$ cat config.mk
export PLATFORM = sky130hd
export DESIGN_NAME = sd_cmd_seq
export DESIGN_NICKNAME = d
export VERILOG_FILES = /design/src/rtl/sdc_pkg.sv /design/src/rtl/sdc_issue_fsm.sv /design/src/rtl/sdc_rsp_pack.sv /design/src/rtl/sd_cmd_seq.sv
export SDC_FILE = /design/constraint.sdc
export NUM_CORES = 1
export LEC_CHECK = 0
export CAP_MARGIN = 20
export CORE_MARGIN = 2
export CORE_UTILIZATION = 45
export DETAILED_ROUTE_END_ITERATION = 8
export GPL_TIMING_DRIVEN = 1
export PLACE_DENSITY = 0.79
export SLEW_MARGIN = 20
export SYNTH_ARGS = -nofsm -noshare
export SYNTH_HDL_FRONTEND = slang
export SYNTH_SLANG_ARGS = --single-unit
export TNS_END_PERCENT = 1
$ cat constraint.sdc
create_clock -name clk -period 3.25 [get_ports clk]
set_clock_uncertainty 0.1 [all_clocks]
set_input_delay 0.65 -clock clk [delete_from_list [all_inputs] [get_ports clk]]
set_output_delay 0.65 -clock clk [all_outputs]
set_load 0.01 [all_outputs]
$ cat src/rtl/sdc_pkg.sv
package sdc_pkg;
   localparam int REG_W = 32;
   localparam int RSP_WORDS = 4;
   localparam int RSP_BYTES = 16;

   localparam logic [7:0] OFF_CMD  = 8'h00;
   localparam logic [7:0] OFF_ARG  = 8'h04;
   localparam logic [7:0] OFF_RSP0 = 8'h10;
   localparam logic [7:0] OFF_STAT = 8'h20;
   localparam logic [7:0] OFF_CFG  = 8'h24;

   localparam int CB_START   = 15;
   localparam int CB_FAIL    = 14;
   localparam int CB_BUSYW   = 11;
   localparam int CB_NORSP   = 10;
   localparam int CB_LONG    = 9;

   localparam int SB_BUSYIRQ = 10;
   localparam int SB_TMO     = 6;

   localparam int FB_BUSYEN  = 10;

   typedef enum logic {ST_IDLE = 1'b0, ST_WAIT = 1'b1} seq_state_t;
endpackage

$ cat src/rtl/sdc_issue_fsm.sv
module sdc_issue_fsm #(
   parameter int TIMEOUT_CYCLES = 64
) (
   input  logic clk,
   input  logic rst_n,
   input  logic start_i,
   input  logic rsp_valid_i,
   output logic busy_o,
   output logic done_o,
   output logic timed_out_o
);
   import sdc_pkg::*;

   localparam int CNT_W = (TIMEOUT_CYCLES > 1) ? $clog2(TIMEOUT_CYCLES) : 1;
   localparam logic [CNT_W-1:0] LAST = CNT_W'(TIMEOUT_CYCLES - 1);

   initial begin
      assert (TIMEOUT_CYCLES >= 2) else $error("TIMEOUT_CYCLES must be at least 2");
   end

   seq_state_t state_q;
   logic [CNT_W-1:0] cnt_q;
   logic expire;

   assign busy_o      = (state_q == ST_WAIT);
   assign expire      = busy_o && (cnt_q == LAST);
   assign done_o      = busy_o && (rsp_valid_i || expire);
   assign timed_out_o = expire && !rsp_valid_i;

   always_ff @(posedge clk) begin
      if (!rst_n) begin
         state_q <= ST_IDLE;
         cnt_q   <= '0;
      end else begin
         case (state_q)
            ST_IDLE: if (start_i) begin
               state_q <= ST_WAIT;
               cnt_q   <= '0;
            end
            ST_WAIT: if (done_o) state_q <= ST_IDLE;
                     else        cnt_q   <= cnt_q + 1'b1;
            default: state_q <= ST_IDLE;
         endcase
      end
   end

   assert_start_busy_R2: assert property (@(posedge clk) disable iff (!rst_n)
      (start_i && !busy_o) |=> busy_o);

   assert_timeout_ends_R10: assert property (@(posedge clk) disable iff (!rst_n)
      timed_out_o |=> !busy_o);
endmodule

$ cat src/rtl/sdc_rsp_pack.sv
module sdc_rsp_pack #(
   parameter int LEN_W = 5
) (
   input  logic [LEN_W-1:0]                  len_i,
   input  logic [sdc_pkg::RSP_BYTES*8-1:0]   bytes_i,
   input  logic                              no_rsp_i,
   input  logic                              long_i,
   output logic                              err_o,
   output logic                              load_o,
   output logic [sdc_pkg::RSP_WORDS-1:0][sdc_pkg::REG_W-1:0] words_o
);
   import sdc_pkg::*;

   initial begin
      assert (LEN_W >= 5) else $error("LEN_W must hold 16");
   end

   logic len4, len16;
   assign len4  = (len_i == LEN_W'(4));
   assign len16 = (len_i == LEN_W'(16));

   assign err_o  = !no_rsp_i && !(len16 || (len4 && !long_i));
   assign load_o = !no_rsp_i && !err_o;

   for (genvar w = 0; w < RSP_WORDS; w++) begin : g_word
      logic [REG_W-1:0] long_word;
      logic [REG_W-1:0] short_word;
      for (genvar b = 0; b < 4; b++) begin : g_byte
         localparam int SRC_L = 4*(RSP_WORDS-1-w) + b;
         assign long_word[REG_W-1-8*b -: 8] = bytes_i[8*SRC_L +: 8];
         if (w == 0) begin : g_s0
            assign short_word[REG_W-1-8*b -: 8] = bytes_i[8*b +: 8];
         end else begin : g_sz
            assign short_word[REG_W-1-8*b -: 8] = 8'h00;
         end
      end
      assign words_o[w] = len16 ? long_word : short_word;
   end
endmodule

$ cat src/rtl/sd_cmd_seq.sv
module sd_cmd_seq #(
   parameter int ADDR_W         = 8,
   parameter int LEN_W          = 5,
   parameter int TIMEOUT_CYCLES = 64
) (
   input  logic                clk,
   input  logic                rst_n,
   input  logic                reg_wr,
   input  logic [ADDR_W-1:0]   reg_addr,
   input  logic [31:0]         reg_wdata,
   output logic [31:0]         reg_rdata,
   output logic                card_req,
   output logic [5:0]          card_index,
   output logic [31:0]         card_arg,
   input  logic                card_rsp_valid,
   input  logic [LEN_W-1:0]    card_rsp_len,
   input  logic [127:0]        card_rsp_data,
   output logic                busy
);
   import sdc_pkg::*;

   initial begin
      assert (ADDR_W >= 6) else $error("ADDR_W must reach 0x24");
   end

   localparam logic [ADDR_W-1:0] A_CMD  = ADDR_W'(OFF_CMD);
   localparam logic [ADDR_W-1:0] A_ARG  = ADDR_W'(OFF_ARG);
   localparam logic [ADDR_W-1:0] A_STAT = ADDR_W'(OFF_STAT);
   localparam logic [ADDR_W-1:0] A_CFG  = ADDR_W'(OFF_CFG);

   logic [15:0] cmd_q;
   logic [31:0] arg_q, stat_q, cfg_q;
   logic [RSP_WORDS-1:0][REG_W-1:0] rsp_q;

   logic start, done, timed_out, err, load;
   logic [LEN_W-1:0] eff_len;
   logic [RSP_WORDS-1:0][REG_W-1:0] packed_words;
   logic [31:0] stat_set;

   assign start = reg_wr && (reg_addr == A_CMD) && !busy && reg_wdata[CB_START];

   sdc_issue_fsm #(.TIMEOUT_CYCLES(TIMEOUT_CYCLES)) u_fsm (
      .clk(clk), .rst_n(rst_n), .start_i(start), .rsp_valid_i(card_rsp_valid),
      .busy_o(busy), .done_o(done), .timed_out_o(timed_out)
   );

   assign eff_len = timed_out ? '0 : card_rsp_len;

   sdc_rsp_pack #(.LEN_W(LEN_W)) u_pack (
      .len_i(eff_len), .bytes_i(card_rsp_data),
      .no_rsp_i(cmd_q[CB_NORSP]), .long_i(cmd_q[CB_LONG]),
      .err_o(err), .load_o(load), .words_o(packed_words)
   );

   assign card_req   = busy;
   assign card_index = cmd_q[5:0];
   assign card_arg   = arg_q;

   always_comb begin
      stat_set = '0;
      if (done) begin
         stat_set[SB_TMO] = err;
         stat_set[SB_BUSYIRQ] = !err && cmd_q[CB_BUSYW] && cfg_q[FB_BUSYEN];
      end
   end

   always_ff @(posedge clk) begin
      if (!rst_n) begin
         cmd_q  <= '0;
         arg_q  <= '0;
         stat_q <= '0;
         cfg_q  <= '0;
         rsp_q  <= '0;
      end else begin
         if (reg_wr && reg_addr == A_CMD && !busy) cmd_q <= reg_wdata[15:0];
         if (reg_wr && reg_addr == A_ARG) arg_q <= reg_wdata;
         if (reg_wr && reg_addr == A_CFG) cfg_q <= reg_wdata;
         stat_q <= (reg_wr && reg_addr == A_STAT) ? ((stat_q & ~reg_wdata) | stat_set)
                                                  : (stat_q | stat_set);
         if (done) begin
            cmd_q[CB_START] <= 1'b0;
            cmd_q[CB_FAIL]  <= err;
            if (load) rsp_q <= packed_words;
         end
      end
   end

   always_comb begin
      reg_rdata = '0;
      if      (reg_addr == A_CMD)  reg_rdata = {16'h0, cmd_q};
      else if (reg_addr == A_ARG)  reg_rdata = arg_q;
      else if (reg_addr == A_STAT) reg_rdata = stat_q;
      else if (reg_addr == A_CFG)  reg_rdata = cfg_q;
      else begin
         for (int w = 0; w < RSP_WORDS; w++)
            if (reg_addr == ADDR_W'(OFF_RSP0) + ADDR_W'(4*w)) reg_rdata = rsp_q[w];
      end
   end

   assert_fail_flags_status_R6: assert property (@(posedge clk) disable iff (!rst_n)
      $rose(cmd_q[CB_FAIL]) |-> stat_q[SB_TMO]);

   assert_start_cleared_R3: assert property (@(posedge clk) disable iff (!rst_n)
      $fell(busy) |-> !cmd_q[CB_START]);

   assert_cmd_held_R9: assert property (@(posedge clk) disable iff (!rst_n)
      (busy && $past(busy)) |-> $stable(cmd_q));

   assert_busyirq_enabled_R8: assert property (@(posedge clk) disable iff (!rst_n)
      $rose(stat_q[SB_BUSYIRQ]) |-> cfg_q[FB_BUSYEN]);
endmodule

==> flow_metrics.tcl <==
set metrics [dict create \
    clock_sinks 247 \
    yosysWarningCount 0 \
    synth_top_area_share_pct 42.8 \
    hold_violations 0 \
    drv_slew 0 \
    r2r.worst_path.cells 6 \
    antenna_found_initial 4 \
    routed_wl_mm 45.7 \
    vias 12900 \
    cp-endpoint "reg_rdata[8]" \
    worstPathRequired_ps 2500 \
    drc_errors 0 \
    hold_slack_ps 337 \
    ir_drop_v 0.000312 \
    synth_seq_area_share_pct 42.8 \
    synth_seq_cells 247 \
    cp_top_family "buffers and inverters" \
    overflow 0 \
    violations "setup timing" \
    synthArstFlopShare_pct 0 \
    maxSlewHeadroom_pct 34.3 \
    gr-max-usage-layer "met2" \
    grt_max_degree 157 \
    use_met2_pct 52.4 \
    die_h_um 164 \
    r2r-start "u_fsm.cnt_q[0]" \
    synth_area_um2 11600 \
    startpoint "reg_addr[7]" \
    vias_per_cell 6.15 \
    initial_core_util_pct 45.9 \
    cts_hold_buf 0 \
    clk_transition_reported_paths_ps 60 \
    clockRootBuffer "clkbuf_16" \
    die_area_um2 27000 \
    setup_ws_ps -95.2 \
    worstPathBufferInverterCount 4 \
    criticalPathCategory "primary input to output pin" \
    htree_num_levels 1 \
    port_buffers 248 \
    rsz0062_at_grt "true" \
    arrival_ps 2600 \
    post-route-util_pct 63.9 \
    coreArea_um2 25200 \
    path_cells "clkdlybuf4s15_1 -> nor4b_4 -> o211ai_1 -> buf_4 -> buf_6 -> o32a_1 -> o22ai_1 -> buf_2" \
    drive_gt1_share_pct 16.0 \
    synth_largest_area_cell "dfxtp_1" \
    p_leak_nw 5.87 \
    synthCells 1497 \
    drtIter0Drc 1389 \
    layout.nets 1922 \
    max-cap-violations 0 \
    ios 249 \
    clock_latency_ps 530 \
    pre_cts_ws_ps -679 \
    grt_pass1_wl_mm 66.5 \
    r2r_setup_slack_ps 840 \
    multi_input_area_um2 6160 \
    syn_area_per_cell_um2 7.73 \
    hp-class "flip-flop to flip-flop" \
    r2r-end "rsp_q[89]" \
    synth.distinct_cells 63 \
    period_needed_ps 3350 \
    synth_edf_count 0 \
    area_delta_synth_final_pct 39.1 \
    synth-main-ff-cell "dfxtp_1" \
    die_w_um 164 \
    power-per-cell-area_nw_per_um2 440 \
    layout.cells.non_filler 2098 \
    final-setup-viol-count 19 \
    cts_tree "yes" \
    gr-usage-met3_pct 6.14 \
    path_max_fanout 11 \
    cts_buffers 26 \
    dp_hpwl_mm 31.5 \
    worstMarginPinSlew_ps 986 \
    grtUsageTotal_pct 31.9 \
    end_kind "output pin" \
    postLayoutCellArea_um2 16100 \
    use_met1_pct 39.4 \
    fill_cells 2120 \
    regArea_um2 4940 \
    synth_nets 1675 \
    synthTopCellsByArea "dfxtp_1 (43%), nand2_1 (14%), o22ai_1 (8.2%)" \
    crit_slowest_cell "o32a_1" \
    start_kind "primary input" \
    rows 58 \
    ant_nets 0 \
    fmax_mhz 299 \
    dpl.cell_count 2028 \
    cpPeakStageDelay_ps 370 \
    clockBufferDepth 3 \
    fin_crit_sh_pct 103 \
    status "finished, violations left" \
    routedWlPerCell_um 21.8 \
    gp_congestion 1.00 \
    drtPass1Iterations 5 \
    cp.depth 8 \
    grt_pass1_vias 11800 \
    placed_cell_area_um2 14900 \
]
==> registers in the layout, indices dropped and copies added, names as in the netlist <==
register	flops
cmd_q	16
card_arg	32
rsp_q	128
cfg_q	32
u_fsm.cnt_q	6
stat_q	32
u_fsm.busy_o	1
==> cell type report <==
type / count / share of cell area [%]
Multi-Input combinational cell: 1093 / 38.3
Clock buffer: 34 / 4.61
Timing Repair Buffer: 372 / 22.2
Clock inverter: 13 / 1.39
Tap cell: 330 / 2.57
Inverter: 4 / 0.0933
Sequential cell: 247 / 30.7
Antenna cell: 5 / 0.0778
==> power by group <==
part / internal, mW / switching [mW]
sequential: 3.03 / 0.00124
combinational: 0.337 / 0.356
clock: 2.08 / 1.27
total: 5.45 / 1.63
==> cell usage in the layout (no fill, tap or decap), types with 23 or more instances in the layout <==
master	count
dfxtp_1	247
o22ai_1	133
o21ai_0	40
clkdlybuf4s50_1	207
buf_4	96
a31oi_1	33
a22oi_1	24
clkbuf_16	30
nor2_1	44
mux2i_1	25
a21oi_1	151
buf_2	30
nand2_1	443
o32a_1	23
==> worst min-delay path by stage <==
stage	startpoint	end	slack [ps]	cells after the start
after global placement	stat_q[20]	stat_q[20]	320	2
after detailed placement	stat_q[25]	stat_q[25]	320	2
after floorplan	stat_q[16]	stat_q[16]	310	2
final	stat_q[28]	stat_q[28]	340	2
after CTS	stat_q[14]	stat_q[14]	340	2
after global routing	stat_q[22]	stat_q[22]	350	2
==> what timing repair did <==
item	4_1_cts	5_1_grt
gates cloned	0	5
gates resized for setup	165	23
buffers inserted	6	7
pin swaps	10	11
setup endpoints to repair	32	32
==> tightest hold or removal path, stage by stage (launching register included) <==
cell,delay (ps)
dfxtp_1,310
nand2_1,60
a21oi_1,30
==> routing by layer <==
| metal | up-vias | wire length (µm) | share of wire, % |
|---|---|---|---|
| met5 | - | 9 | 0.020 |
| met4 | 2 | 2950 | 6.4 |
| met3 | 200 | 4410 | 9.6 |
| met2 | 828 | 21100 | 46 |
| met1 | 6034 | 17300 | 38 |
| li1 | 5835 | - | - |
==> kinds of logic after synthesis <==
group	Yosys count	synth area share [%]
muxes	41	3.72
AOI/OAI and AO/OA	503	27.7
DFF	247	42.8
xor gates and xnor gates	1	0.0757
buffers and inverters	157	6.04
adders and majority gates	1	0.108
and+or+nand+nor	547	19.6
==> synth_stat cells (all sizes together), types with 4 or more instances <==
| cell | instances |
|---|---|
| nand3 | 7 |
| nand2 | 454 |
| buf | 52 |
| nor3 | 5 |
| inv | 4 |
| o22ai | 151 |
| a32o | 16 |
| o21a | 9 |
| nor2b | 7 |
| a22oi | 24 |
| mux2i | 25 |
| a222oi | 8 |
| o21ai | 50 |
| a21oi | 161 |
| a22o | 8 |
| dfxtp | 247 |
| a31oi | 33 |
| clkbuf | 101 |
| o32a | 23 |
| o211ai | 4 |
| nor2 | 45 |
| mux2 | 16 |
==> per-stage QoR <==
step | TNS, ps | power (mW)
global route | -1260 | 7.23
floorplan | 0 | 3.33
CTS | -337 | 7.07
global placement | -24030 | 3.75
finish | -975 | 7.08
detailed placement | -27640 | 3.75
Note: power is estimated with default switching activity, not from simulation.
